`config.mk`:
```
export PLATFORM = sky130hd
export DESIGN_NAME = deadband_gen
export DESIGN_NICKNAME = d
export VERILOG_FILES = /design/src/rtl/dbg_pkg.sv /design/src/rtl/dbg_regs.sv /design/src/rtl/dbg_timer.sv /design/src/rtl/dbg_phase.sv /design/src/rtl/deadband_gen.sv
export SDC_FILE = /design/constraint.sdc
export NUM_CORES = 1
export LEC_CHECK = 0
export BUFFER_PORTS_ARGS = -buffer_cell sky130_fd_sc_hd__buf_2
export CAP_MARGIN = 20
export CORE_MARGIN = 2
export CORE_UTILIZATION = 34
export DETAILED_ROUTE_END_ITERATION = 6
export PLACE_DENSITY = 0.58
export SKIP_LAST_GASP = 1
export SYNTH_ARGS = -nofsm -noshare
export SYNTH_HDL_FRONTEND = slang
export SYNTH_SLANG_ARGS = --single-unit
```
`constraint.sdc`:
```
create_clock -name clk -period 4 [get_ports clk]
set_input_delay 0.6 -clock clk [delete_from_list [all_inputs] [get_ports clk]]
set_output_delay 0.6 -clock clk [all_outputs]
set_load 0.01 [all_outputs]
```
`src/rtl/dbg_pkg.sv`:
```
package dbg_pkg;
  localparam int ADDR_W = 2;

  localparam logic [ADDR_W-1:0] A_COUNT  = 2'd0;
  localparam logic [ADDR_W-1:0] A_PERIOD = 2'd1;
  localparam logic [ADDR_W-1:0] A_SNAP   = 2'd2;
  localparam logic [ADDR_W-1:0] A_CTRL   = 2'd3;

  typedef enum logic [1:0] {
    KILL_PLAIN      = 2'b00,
    KILL_TO_RISE    = 2'b01,
    KILL_TO_DISABLE = 2'b10,
    KILL_SPARE      = 2'b11
  } kill_mode_e;

  // bit 3 irq enable, bits 2:1 kill mode, bit 0 enable
  typedef struct packed {
    logic       irq_en;
    kill_mode_e kmode;
    logic       en;
  } ctrl_t;

  localparam int CTRL_W = $bits(ctrl_t);
endpackage

```
`src/rtl/dbg_regs.sv`:
```
module dbg_regs
  import dbg_pkg::*;
#(
  parameter int W = 8
) (
  input  logic              clk,
  input  logic              rst_n,
  input  logic              wr,
  input  logic              rd,
  input  logic [ADDR_W-1:0] addr,
  input  logic [W-1:0]      wdata,
  input  logic [W-1:0]      cnt_in,
  output ctrl_t             ctrl,
  output logic [W-1:0]      period,
  output logic              per_load,
  output logic [W-1:0]      rdata
);
  logic [W-1:0] snap;

  assign per_load = wr && (addr == A_PERIOD) && !ctrl.en;

  always_ff @(posedge clk or negedge rst_n) begin
    if (!rst_n) begin
      ctrl   <= '0;
      period <= '0;
      snap   <= '0;
    end else begin
      if (wr && addr == A_PERIOD) period <= wdata;
      if (wr && addr == A_CTRL)   ctrl   <= ctrl_t'(wdata[CTRL_W-1:0]);
      if (rd && addr == A_COUNT && !ctrl.en) snap <= cnt_in;
    end
  end

  always_comb begin
    case (addr)
      A_SNAP:  rdata = snap;
      A_CTRL:  rdata = {{(W-CTRL_W){1'b0}}, ctrl};
      default: rdata = '0;
    endcase
  end


  snap_chk: assert property (@(posedge clk) disable iff (!rst_n)
    (rd && addr == A_COUNT && !ctrl.en) |=> snap == $past(cnt_in));
endmodule

```
`src/rtl/dbg_timer.sv`:
```
module dbg_timer #(
  parameter int W = 8
) (
  input  logic         clk,
  input  logic         rst_n,
  input  logic         en,
  input  logic         start,
  input  logic         load,
  input  logic [W-1:0] load_val,
  input  logic [W-1:0] period,
  output logic [W-1:0] cnt,
  output logic         tc
);
  logic busy;

  assign tc = busy && (cnt == '0);

  always_ff @(posedge clk or negedge rst_n) begin
    if (!rst_n) begin
      cnt  <= '0;
      busy <= 1'b0;
    end else if (!en) begin
      busy <= 1'b0;
      if (load) cnt <= load_val;
    end else if (tc) begin
      cnt  <= period;
      busy <= start;
    end else begin
      if (busy)  cnt  <= cnt - 1'b1;
      if (start) busy <= 1'b1;
    end
  end


  dis_load_chk: assert property (@(posedge clk) disable iff (!rst_n)
    (!en && load) |=> cnt == $past(load_val));


  en_hold_chk: assert property (@(posedge clk) disable iff (!rst_n)
    (en && !busy && !start) |=> $stable(cnt));
endmodule

```
`src/rtl/dbg_phase.sv`:
```
module dbg_phase
  import dbg_pkg::*;
(
  input  logic       clk,
  input  logic       rst_n,
  input  logic       en,
  input  kill_mode_e kmode,
  input  logic       ref_in,
  input  logic       kill_in,
  input  logic       tc,
  output logic       start,
  output logic       ph1,
  output logic       ph2
);
  logic       ref_d;
  logic       hold;
  logic [1:0] phase_q;
  logic       block;
  logic       rise;
  logic       latching;

  assign start    = en && (ref_in ^ ref_d);
  assign rise     = ref_in && !ref_d;
  assign latching = (kmode == KILL_TO_RISE) || (kmode == KILL_TO_DISABLE);

  always_ff @(posedge clk or negedge rst_n) begin
    if (!rst_n) begin
      ref_d   <= 1'b0;
      phase_q <= 2'b00;
      hold    <= 1'b0;
    end else begin
      ref_d <= ref_in;
      if (!en || start)  phase_q <= 2'b00;
      else if (tc)       phase_q <= ref_d ? 2'b01 : 2'b10;
      if (!en)                                  hold <= 1'b0;
      else if (kill_in && latching)             hold <= 1'b1;
      else if (!latching)                       hold <= 1'b0;
      else if (kmode == KILL_TO_RISE && rise)   hold <= 1'b0;
    end
  end

  assign block = kill_in || hold;
  assign ph1   = phase_q[0] && !block;
  assign ph2   = phase_q[1] && !block;


  no_overlap_chk: assert property (@(posedge clk) disable iff (!rst_n)
    !(ph1 && ph2));


  kill_low_chk: assert property (@(posedge clk) disable iff (!rst_n)
    kill_in |-> (!ph1 && !ph2));


  dis_low_chk: assert property (@(posedge clk) disable iff (!rst_n)
    !en |=> (!ph1 && !ph2));
endmodule

```
`src/rtl/deadband_gen.sv`:
```
module deadband_gen
  import dbg_pkg::*;
#(
  parameter int W = 8
) (
  input  logic              clk,
  input  logic              rst_n,
  input  logic              bus_wr,
  input  logic              bus_rd,
  input  logic [ADDR_W-1:0] bus_addr,
  input  logic [W-1:0]      bus_wdata,
  output logic [W-1:0]      bus_rdata,
  input  logic              ref_in,
  input  logic              kill_in,
  output logic              phase1_out,
  output logic              phase2_out,
  output logic              tc_out,
  output logic              irq_out
);
  ctrl_t        ctrl;
  logic [W-1:0] period;
  logic [W-1:0] cnt;
  logic         per_load;
  logic         start;
  logic         tc;

  dbg_regs #(.W(W)) u_regs (
    .clk(clk), .rst_n(rst_n), .wr(bus_wr), .rd(bus_rd), .addr(bus_addr),
    .wdata(bus_wdata), .cnt_in(cnt), .ctrl(ctrl), .period(period),
    .per_load(per_load), .rdata(bus_rdata)
  );

  dbg_timer #(.W(W)) u_timer (
    .clk(clk), .rst_n(rst_n), .en(ctrl.en), .start(start), .load(per_load),
    .load_val(bus_wdata), .period(period), .cnt(cnt), .tc(tc)
  );

  dbg_phase u_phase (
    .clk(clk), .rst_n(rst_n), .en(ctrl.en), .kmode(ctrl.kmode),
    .ref_in(ref_in), .kill_in(kill_in), .tc(tc), .start(start),
    .ph1(phase1_out), .ph2(phase2_out)
  );

  assign tc_out  = tc;
  assign irq_out = tc && ctrl.irq_en;


  irq_gate_chk: assert property (@(posedge clk) disable iff (!rst_n)
    irq_out |-> tc_out);
endmodule

```
---- Word level (Yosys, flattened, before mapping) ----
Index checks and enable logic that the tools add are counted.
word-level totals
  register bits ........................... 33
  input bits .............................. 16
  output and inout bits ................... 12
  logic and storage cells ................. 59
operators by class
  add/sub/neg operators ................... 1
  equality and inequality tests ........... 8
  mux-type cells .......................... 15
  bitwise logic cells ..................... 1
  reduce and logical (&&, ||, !) cells .... 24
operators by type and width
  operator                                                                  number
  8-bit two-way mux                                                         4
  8-bit case mux with 2 select lines                                        1
  1-bit logical AND                                                         13
  8-bit logical NOT                                                         1
  8-bit by 1-bit subtractor with 8-bit output (second input constant)       1
  1-bit two-way mux                                                         7
  2-bit equality test (second input constant)                               3
  2-bit two-way mux                                                         3
  3-bit by 2-bit inequality test with 1-bit output (second input constant)  2
  2-bit by 1-bit equality test with 1-bit output (second input constant)    2
  4-bit inequality test (second input constant)                             1
  2-bit nonzero test                                                        2
  1-bit logical NOT                                                         3
  1-bit logical OR                                                          3
  2-bit logical NOT                                                         1
  2-bit AND reduction                                                       1
  1-bit bitwise XOR                                                         1

---- Depth between registers and ports, before layout ----
Gate-level depths: netlist of the first run.
  depth after elaboration ................. 7
  gate-level depth with buffers ........... 6
  gate-level depth less buffers ........... 6

---- By module ----
A second synthesis of the first run with hierarchy kept.
second synthesis, totals
  cells, all modules ...................... 167
  area, all modules ....................... 1850.5 um^2
by module, submodules not included
  module        times used  cells each  area an instance (um^2)  seq. area each (um^2)
  dbg_regs      1           60          883.3                    500.5
  dbg_timer     1           82          719.4                    225.2
  dbg_phase     1           24          241.5                    100.1
  deadband_gen  1           1           6.3                      0.0

---- Least setup slack after synthesis of the first run ----
OpenSTA, ideal clock, no wires.
  path kind ............................... reg-to-output
  start ................................... register u_timer.cnt[4]
  end ..................................... output irq_out
  arrival ................................. 1.356 ns
  required time ........................... 3.400 ns
  slack ................................... 2.044 ns
  stages on the path, launching flop included .. 6
  cell sequence ........................... dfrtp_1 -> buf_6 -> nor4_4 -> nand4_2 -> clkinv_1 -> and2_1
on the way
  cells in the longest elaborated chain, start to end .. 3
ends and longest elaborated chain
  element                 line                source
  start, declared         dbg_timer.sv:11     output logic [W-1:0] cnt,
  start signal, assigned  dbg_timer.sv:24     if (load) cnt <= load_val;
  start signal, assigned  dbg_timer.sv:26     cnt <= period;
  start signal, assigned  dbg_timer.sv:29     if (busy) cnt <= cnt - 1'b1;
  8-bit logical NOT       dbg_timer.sv:16     assign tc = busy && (cnt == '0);
  1-bit logical AND       dbg_timer.sv:16
  net tc_out              deadband_gen.sv:17  output logic tc_out,
  1-bit logical AND       deadband_gen.sv:45  assign irq_out = tc && ctrl.irq_en;
  end, declared           deadband_gen.sv:18  output logic irq_out
The timed path passes the listed nets, and every way through them passes these cells.

---- Final worst setup path of the first run ----
  start ................................... register u_timer.cnt[4]
  end ..................................... output irq_out
on the way
  cells in the longest elaborated chain, start to end .. 3
ends and longest elaborated chain
  element            line
  8-bit logical NOT  dbg_timer.sv:16
  1-bit logical AND  dbg_timer.sv:16
  1-bit logical AND  deadband_gen.sv:45
Every way passes these cells.

==> results.tsv, run 1 <==
stage	metric	value	unit
sta	Worst-Margin Slew	0.761	ns
floorplanning	Initial Util	0.355	
synthesis	Cell variety after synth	37	
synthesis	top post-synthesis cells by count	dfrtp_1, mux2_2, o21ai_0	
clock_network	CTS sink count	33	
floorplanning	core region area	5140	µm²
clock_network	Max H-tree Level	2	
setup_path	signal arrival time at the worst endpoint	2.15	ns
clock_network	CTS tree	built	
global_route	gr ovfl total	0	
sta	relative slew slack	0.493	
place	dpl cell area	1990	µm²
detailed_routing	Vias	1296	
place	I/O Buffers	27	
outcome	status	complete, no violations	
sta	min Tclk post-route	2.75	ns
setup_path	Crit Path Max Fanout	11	
detailed_routing	Routed Antenna Nets	0	
power	Sw Share	0.338	
clock_network	cts hold-fix bufs	0	
setup_path	Setup crit end kind	output port	
global_route	Overall Global Routing Usage	0.139	
synthesis	synthesized area	1820	µm²
sta	final setup violation count	0	
global_route	first-pass GRT wire length	6630	µm
floorplanning	row cnt	26	
floorplanning	Die Wd	77.2	µm
setup_path	setup slack, reg-to-reg	2.02	ns
clock_network	clk_lat worst skew	0.28	ns
clock_network	clk buf depth	2	
synthesis	Ys Warns	0	
place	DP Worst Slack	1.56	ns
sta	final setup margin	1.25	ns
detailed_routing	drt via density	4.95	
job	maxcap violations	0	
synthesis	Mapped Cells	165	
synthesis	Post-synth top flop	dfrtp_1	
setup_path	Worst Path Required	3.40	ns
setup_path	crit path launch type	flip-flop	
power	clock power share	0.254	
synthesis	ys async rst share	1.00	
power	Leakage	0.000991	µW
worst_hold_path	Worst Hold Class	input port to async pin	
finish	Fillers	521	
power	peak supply drop	0.350	mV
global_route	via count of the first global-routing pass	1339	
sta	fin. max-slew vios	0	
finish	layout cell share with drive strength beyond 1	0.318	
setup_path	Crit Path Class	flip-flop to output port	
detailed_routing	Post-Route WL	3840	µm
synthesis	Yosys top cell by area	dfrtp_1	
place	Final GP Congestion	0.732	
synthesis	post-synth top area share	0.453	
sta	final hold violation count	0	
detailed_routing	First-pass DRT Iterations	4	
power	Cell Int Power	848	µW
power	Seq pwr share	0.444	
floorplanning	I/O pin total	28	
global_route	largest net degree at the start of global routing	34	
synthesis	number of synthesized flops with an enable pin	0	
detailed_routing	drt drc	0	
floorplanning	die height	77.2	µm
synthesis	Area contributors post-synth	dfrtp_1, mux2_2, mux2i_1	
clock_network	clock root buffer	clkbuf_8	
power	P_sw	434	µW
synthesis	sequential area share after synthesis	0.453	
power	Comb power frac	0.301	
clock_network	Gates resized, CTS repair	0	
finish	Area Growth Syn to Fin	15.7	%
power	PwrDens	608	nW/µm²
finish	nets@finish	211	
synthesis	most frequent cell after synthesis	dfrtp_1	
finish	Antenna Diode Count	0	
floorplanning	Total Die Area	5960	µm²
synthesis	synthesized flop and latch total	33	
sta	Worst Clk Skew	0.00182	ns
clock_network	total CTS buffers	5	
place	hpwl dp	2690	µm
detailed_routing	Starting DRT DRC Count	48	
global_route	initial antenna violation count	0	
sta	RSZ-0062 raised after global routing	false	
finish	Post-Layout Inst Area	2110	µm²
synthesis	mean post-synth cell area	11.0	µm²
synthesis	syn_nets	185	
sta	Max Clk Rate	0.364	GHz
detailed_routing	wire length per cell	14.6	µm
clock_network	Worst-path clk slew	0.07	ns
sta	post-route clock period utilization	0.687	
clock_network	Post-CTS Setup Repair Bufs	0	
sta	Final TNS setup	0	ns
==> path summary, 6_finish.rpt <==
| check | from | to | cells after the start |
|---|---|---|---|
| worst max-delay path | u_timer.cnt[4] | irq_out | 5 |
| worst min-delay path | rst_n | u_regs.period[6] | 1 |
| worst max register to register | u_timer.cnt[4] | u_timer.cnt[0] | 5 |
| worst min register to register | u_regs.period[4] | u_regs.period[4] | 1 |
| max in group asynchronous | rst_n | u_timer.cnt[3] | 1 |
| min in group clk | ref_in | u_phase.ref_d | 1 |
==> worst max-delay path: stages (launching register included) <==
cell and delay [ns]:
dfrtp_1 0.47, nor4_4 0.43, nand4_2 0.36, clkinv_1 0.32, and2_1 0.16, buf_2 0.13
==> placed cells by master, fill, tap and decap left out, drive strengths merged, types with 6 or more instances in the layout <==
cell type / netlist / final
buf: 6 / 27
mux2: 21 / 21
dfrtp: 33 / 33
mux2i: 13 / 13
o21ai: 14 / 14
clkbuf: 2 / 7
and2: 6 / 6
inv: 6 / 6
nand2: 13 / 13
==> layer usage <==
layer,vias up,GRT usage,routed length [µm]
met5,-,0,0
met4,0,0.0357,26
met3,4,0.0424,165
met2,31,0.210,1740
met1,615,0.194,1910
li1,646,-,-
==> power by group through the flow <==
stage	clock network [µW]	logic [µW]	registers, µW
floorplan	0	352	507
global route	347	441	587
detailed placement	0	386	574
finish	326	386	569
global placement	0	386	571
CTS	331	390	568
==> kinds of logic after synthesis <==
kind of cell	synth area share
fa+ha+maj	0.0275
buf+inv	0.0432
simple gates	0.155
xor+xnor	0.00961
mux	0.201
flops	0.453
compound gates	0.111
==> per-stage QoR <==
| stage | hold slack [ns] | cells | total power [µW] | util |
|---|---|---|---|---|
| 2_1_floorplan | 0.304 | 165 | 859 | - |
| 3_3_place_gp | 0.486 | 254 | 957 | 0.388 |
| 3_5_place_dp | 0.488 | 254 | 960 | 0.388 |
| 4_1_cts | 0.408 | 262 | 1290 | 0.410 |
| 5_1_grt | 0.432 | 262 | 1380 | 0.410 |
| 6_report | 0.379 | 262 | 1280 | 0.410 |
==> flip-flops by register name, summed over array words and instances, names as in the netlist <==
register / count
u_phase.phase_q: 2
u_regs.snap: 8
u_regs.ctrl: 4
u_timer.busy: 1
u_timer.cnt: 8
u_phase.ref_d: 1
u_regs.period: 8
u_phase.hold: 1
==> layout make-up <==
class	instances	area, µm²	area share
Inverter	7	26.3	0.0125
Tap cell	70	87.6	0.0415
Timing Repair Buffer	27	135	0.0641
Sequential cell	33	826	0.391
Clock buffer	7	86.3	0.0409
Clock inverter	1	30.0	0.0142
Multi-Input combinational cell	117	918	0.435
No activity file was read; power rests on OpenSTA's default activity.
==> run 2: changes to the inputs <==
==> constraint.sdc (replaced) <==
create_clock -name clk -period 2.7 [get_ports clk]
set_input_delay 0.405 -clock clk [delete_from_list [all_inputs] [get_ports clk]]
set_output_delay 0.405 -clock clk [all_outputs]
set_load 0.01 [all_outputs]
==> results.tsv, run 2 (synthesis gave the netlist of run 1 again) <==
stage	metric	value	unit	change
sta	post-route clock period utilization	0.838		
setup_path	Worst Path Required	2.30	ns	-1.10 ns
setup_path	critical path, cell by cell	nor4_4 > nand4_2 > clkinv_1 > and2_1 > buf_2		
sta	RSZ-0062 raised after global routing	false		
power	clock power share	0.195		-0.059
finish	commonest non-fill, non-tap cell in the layout	dfrtp_1		
clock_network	Max H-tree Level	2		unchanged
floorplanning	Die Wd	77.2	µm	unchanged
sta	relative slew slack	0.509		+0.0163
global_route	initial antenna violation count	0		unchanged
clock_network	clock root buffer	clkbuf_8		
place	Final GP Congestion	0.720		-1.6%
setup_path	Slowest cell on crit path	dfrtp_1		
global_route	largest net degree at the start of global routing	34		unchanged
global_route	GR Util met1	0.192		-0.00195
power	P_sw	627	µW	+45%
global_route	met2 usage	0.230		+0.0209
finish	layout cell share with drive strength beyond 1	0.323		+0.00521
clock_network	clk_lat worst skew	0.28	ns	about the same
power	Comb power frac	0.331		+0.030
finish	Area Growth Syn to Fin	14.2	%	
job	maxcap violations	0		unchanged
detailed_routing	wire length per cell	14.7	µm	+0.16%
power	Sw Share	0.357		+0.0188
floorplanning	Total Die Area	5960	µm²	unchanged
detailed_routing	drt drc	0		unchanged
global_route	gr busiest metal	met2		
floorplanning	die height	77.2	µm	unchanged
finish	area of the multi-input gates	918	µm²	unchanged
finish	commonest cells after routing, fill and taps aside	dfrtp_1, buf_2, mux2_2		
global_route	Overall Global Routing Usage	0.142		+0.00306
setup_path	Crit Path Class	flip-flop to output port		
sta	Max Clk Rate	0.442	GHz	
detailed_routing	First-pass DRT Iterations	4		unchanged
sta	fin. max-slew vios	0		unchanged
outcome	status	complete, no violations		
detailed_routing	Post-Route WL	3840	µm	+0.16%
sta	min Tclk post-route	2.26	ns	
finish	FF+latch area	826	µm²	unchanged
clock_network	cts hold-fix bufs	0		unchanged
setup_path	CP peak stage delay	0.46	ns	about the same
power	Leakage	0.000981	µW	-0.97%
global_route	gr ovfl total	0		unchanged
finish	Post-Layout Inst Area	2080	µm²	-1.3%
floorplanning	core region area	5140	µm²	unchanged
clock_network	clk buf depth	2		unchanged
floorplanning	I/O pin total	28		unchanged
place	hpwl dp	2810	µm	+4.3%
detailed_routing	drt via density	4.92		-0.46%
detailed_routing	Starting DRT DRC Count	46		-4.2%
place	dpl cell area	2010	µm²	+0.75%
sta	WHS	0.188	ns	-0.192 ns
floorplanning	row cnt	26		unchanged
detailed_routing	Vias	1290		-0.46%
power	PwrDens	844	nW/µm²	+39%
power	Cell Int Power	1130	µW	+33%
finish	Antenna Diode Count	0		unchanged
global_route	Global Route met3 Usage	0.0306		-0.0118
clock_network	Post-CTS Setup Repair Bufs	0		unchanged
clock_network	CTS sink count	33		unchanged
finish	Fillers	542		+4.0%
setup_path	crit path launch type	flip-flop		
power	peak supply drop	0.446	mV	+27%
sta	final hold violation count	0		unchanged
setup_path	Crit Path Max Fanout	8		-3
setup_path	signal arrival time at the worst endpoint	1.86	ns	-0.29 ns
finish	nets@finish	213		+0.95%
detailed_routing	Routed Antenna Nets	0		unchanged
clock_network	total CTS buffers	5		unchanged
finish	largest registers	u_regs.period: 8 flops, u_regs.snap: 8 flops, u_timer.cnt: 8 flops		
global_route	via count of the first global-routing pass	1337		-0.15%
setup_path	Setup crit end kind	output port		
clock_network	Worst-path clk slew	0.07	ns	about the same
place	I/O Buffers	27		unchanged
clock_network	Gates resized, CTS repair	0		unchanged
power	Seq pwr share	0.474		+0.030
sta	Worst Clk Skew	0.00466	ns	+0.00283 ns
worst_hold_path	Worst Hold Class	input port to async pin		
sta	Worst-Margin Slew	0.737	ns	-0.0244 ns
global_route	first-pass GRT wire length	6700	µm	+1.0%
sta	final setup violation count	0		unchanged
clock_network	CTS tree	built		
sta	Final TNS setup	0	ns	unchanged
floorplanning	Initial Util	0.355		unchanged
## run 2: power groups by stage
stage	logic [µW]	registers (µW)	clock network, µW
after global placement	586	834	0
after global routing	668	859	369
after CTS	594	832	351
after floorplan	521	751	0
after detailed placement	590	842	0
final	582	833	342
## run 2: area by class of cell
type	count	area share
clock inverters	1	0.00240
repair buffers	29	0.0721
multi-input cells	117	0.441
clock buffers	5	0.0331
flip-flops and latches	33	0.397
well taps	70	0.0421
inverters	7	0.0126
## run 2: critical path, delay by kind of cell (launching register included)
family	cells	cell delay, ns
AND/OR/NAND/NOR	3	0.77
flip-flops	1	0.46
buffers and inverters	2	0.34
## run 2: worst paths after layout
check	to	slack [ns]	start	cells after the start
max	irq_out	0.44	u_timer.cnt[5]	5
min	u_regs.period[5]	0.19	rst_n	1
max reg2reg	u_timer.cnt[3]	0.96	u_timer.cnt[5]	4
min reg2reg	u_regs.period[6]	0.50	u_regs.period[6]	1
max in group asynchronous	u_regs.ctrl[1]	2.05	rst_n	1
min in group clk	u_phase.ref_d	0.25	ref_in	1
## run 2: through the flow
stage | utilization | worst slack (ns) | power [µW] | instances
4_1_cts | 0.405 | 0.429 | 1780 | 262
2_1_floorplan | - | 0.939 | 1270 | 165
6_report | 0.405 | 0.438 | 1760 | 262
5_1_grt | 0.405 | 0.323 | 1900 | 262
3_3_place_gp | 0.391 | 0.794 | 1420 | 256
3_5_place_dp | 0.391 | 0.740 | 1430 | 256
## run 2: layer usage
layer  vias up  wire (µm)
met5         -          0
met2        19       1770
met1       620       1940
met3         4        117
met4         0         25
li1        647          -
==> run 3: changes to the inputs <==
--- a/config.mk
+++ b/config.mk
@@ -5,12 +5,13 @@
 export SDC_FILE = /design/constraint.sdc
 export NUM_CORES = 1
 export LEC_CHECK = 0
+export ABC_AREA = 1
 export BUFFER_PORTS_ARGS = -buffer_cell sky130_fd_sc_hd__buf_2
 export CAP_MARGIN = 20
 export CORE_MARGIN = 2
 export CORE_UTILIZATION = 34
 export DETAILED_ROUTE_END_ITERATION = 6
-export PLACE_DENSITY = 0.58
+export PLACE_DENSITY = 0.6
 export SKIP_LAST_GASP = 1
 export SYNTH_ARGS = -nofsm -noshare
 export SYNTH_HDL_FRONTEND = slang
==> constraint.sdc (replaced) <==
create_clock -name clk -period 2.05 [get_ports clk]
set_input_delay 0.3075 -clock clk [delete_from_list [all_inputs] [get_ports clk]]
set_output_delay 0.3075 -clock clk [all_outputs]
set_load 0.01 [all_outputs]
==> results.tsv, run 3 <==
stage	metric	value	unit	change
worst_hold_path	Worst Hold Class	input port to async pin		
detailed_routing	First-pass DRT Iterations	4		unchanged
global_route	initial antenna violation count	0		unchanged
sta	Worst Clk Skew	0.00626	ns	+0.00160 ns
place	hpwl dp	2890	µm	+2.7%
setup_path	Worst Path Required	1.74	ns	-0.56 ns
sta	post-route clock period utilization	0.914		
synthesis	sequential area share after synthesis	0.464		+0.0108
sta	fin. max-slew vios	0		unchanged
setup_path	Setup crit end kind	output port		
synthesis	Post-synth top flop	dfrtp_1		
detailed_routing	Post-Route WL	3770	µm	-1.9%
detailed_routing	Starting DRT DRC Count	149		+220%
synthesis	top post-synthesis cells by count	nand2_1, inv_1, dfrtp_1		
setup_path	Crit Path Class	flip-flop to output port		
clock_network	clk_lat worst skew	0.28	ns	about the same
power	peak supply drop	0.508	mV	+14%
floorplanning	Initial Util	0.351		-0.00384
sta	WHS	0.0779	ns	-0.110 ns
setup_path	Crit Path Max Fanout	11		+3
clock_network	cts hold-fix bufs	0		unchanged
clock_network	clock root buffer	clkbuf_8		
place	dpl cell area	1970	µm²	-1.7%
clock_network	total CTS buffers	5		unchanged
detailed_routing	wire length per cell	11.2	µm	-24%
floorplanning	Die Wd	76.4	µm	-1.1%
sta	Max Clk Rate	0.534	GHz	
finish	nets@finish	287		+35%
synthesis	most frequent cell after synthesis	nand2_1		
setup_path	RR Startpoint	u_timer.cnt[0]		
synthesis	syn_nets	256		+38%
synthesis	Cell variety after synth	23		-38%
detailed_routing	Routed Antenna Nets	0		unchanged
setup_path	Critical path origin	u_timer.cnt[0]		
floorplanning	row cnt	26		unchanged
synthesis	number of synthesized flops with an enable pin	0		unchanged
job	maxcap violations	0		unchanged
detailed_routing	drt drc	0		unchanged
synthesis	ys async rst share	1.00		unchanged
sta	RSZ-0062 raised after global routing	false		
finish	fin util	0.410		+0.00495
setup_path	crit path launch type	flip-flop		
outcome	status	complete, no violations		
setup_path	r2r endpoint	u_timer.cnt[5]		
clock_network	Worst-path clk slew	0.07	ns	about the same
global_route	first-pass GRT wire length	6760	µm	+0.94%
synthesis	Area contributors post-synth	dfrtp_1, nand2_1, inv_1		
finish	commonest cells after routing, fill and taps aside	nand2_1, inv_1, dfrtp_1		
place	Final GP Congestion	0.796		+11%
clock_network	CTS sink count	33		unchanged
setup_path	signal arrival time at the worst endpoint	1.57	ns	-0.29 ns
floorplanning	core region area	5070	µm²	-1.3%
floorplanning	Total Die Area	5830	µm²	-2.2%
power	PwrDens	1070	nW/µm²	+27%
setup_path	setup slack, reg-to-reg	0.59	ns	-0.37 ns
finish	Antenna Diode Count	0		unchanged
synthesis	Yosys top cell by area	dfrtp_1		
sta	min Tclk post-route	1.87	ns	
power	Leakage	0.00111	µW	+13%
sta	final setup margin	0.177	ns	-0.262 ns
synthesis	Mapped Cells	236		+43%
synthesis	Ys Warns	0		unchanged
place	DP Worst Slack	0.300	ns	-0.440 ns
detailed_routing	drt via density	4.49		-8.8%
finish	Area Growth Syn to Fin	16.9	%	
finish	Post-Layout Inst Area	2080	µm²	about the same
place	I/O Buffers	27		unchanged
global_route	via count of the first global-routing pass	1488		+11%
sta	final setup violation count	0		unchanged
detailed_routing	Vias	1514		+17%
finish	largest registers	u_regs.period: 8 flops, u_regs.snap: 8 flops, u_timer.cnt: 8 flops		
finish	commonest non-fill, non-tap cell in the layout	nand2_1		
global_route	gr ovfl total	0		unchanged
global_route	largest net degree at the start of global routing	34		unchanged
sta	Worst-Margin Slew	0.738	ns	+0.00135 ns
finish	layout cell share with drive strength beyond 1	0.180		-0.143
synthesis	mean post-synth cell area	7.54	µm²	-32%
sta	relative slew slack	0.508		-0.000899
synthesis	post-synth top area share	0.464		+0.0108
setup_path	Reg2Reg Depth	10		+6
clock_network	CTS tree	built		
global_route	Overall Global Routing Usage	0.143		+0.000711
clock_network	clk buf depth	2		unchanged
synthesis	synthesized area	1780	µm²	-2.3%
clock_network	Max H-tree Level	2		unchanged
sta	final hold violation count	0		unchanged
floorplanning	die height	76.4	µm	-1.1%
synthesis	synthesized flop and latch total	33		unchanged
sta	Final TNS setup	0	ns	unchanged
floorplanning	I/O pin total	28		unchanged
[run 3: layout make-up]
cell class                 instances  area, µm²
fill                             564       2990
sequential                        33        826
multi-input combinational        156        769
timing repair buffer              30        158
inverter                          41        154
tap                               70       87.6
clock buffer                       7       86.3
[run 3: power by group]
part	internal [µW]	total, µW	leakage, µW	switching (µW)
Sequential	858	1020	0.000400	157
Combinational	277	716	0.000663	438
Clock	266	494	0.0000443	228
[run 3: kinds of logic (layout without fill, tap and decap cells)]
group / after synthesis / in the layout / synth area share
AND/OR/NAND/NOR: 108 / 108 / 0.264
buffers and inverters: 47 / 78 / 0.107
AO/OA/AOI/OAI: 42 / 42 / 0.126
flip-flops: 33 / 33 / 0.464
adder cells (fa/ha/maj): 4 / 4 / 0.0281
XOR/XNOR: 1 / 1 / 0.00492
multiplexers: 1 / 1 / 0.00632
[run 3: through the flow]
step / total power, µW / cells
floorplan: 1540 / 236
global placement: 1740 / 328
detailed placement: 1750 / 328
CTS: 2250 / 335
global route: 2440 / 337
finish: 2230 / 337
[run 3: worst max-delay path by stage]
stage,end,slack [ns],depth (start not counted)
after floorplan,irq_out,0.52,7
after global placement,tc_out,0.35,7
after detailed placement,tc_out,0.30,7
after CTS,tc_out,0.05,7
after global routing,irq_out,0.007,7
final,irq_out,0.18,7
[run 3: routing by layer]
layer | vias up | GRT usage | wire [µm] | share of wire
met5 | - | 0 | 0 | 0
met4 | 0 | 0.0327 | 38 | 0.010
met3 | 6 | 0.0427 | 184 | 0.049
met2 | 26 | 0.221 | 1590 | 0.42
met1 | 675 | 0.197 | 1960 | 0.52
li1 | 807 | - | - | -
[run 3: timing repair]
action                                  CTS  global route
pin swaps                                 0             1
gates cloned                              0             0
setup buffers                             0             2
gates resized for setup                   1             1
endpoints found under the setup margin    1             2
[run 3: critical path, stage by stage, from the launching register on]
cell	delay (ns)
dfrtp_1	0.39
inv_1	0.11
ha_1	0.16
nand2_1	0.09
nor2_4	0.15
nand2_4	0.13
nor2_1	0.11
buf_2	0.13
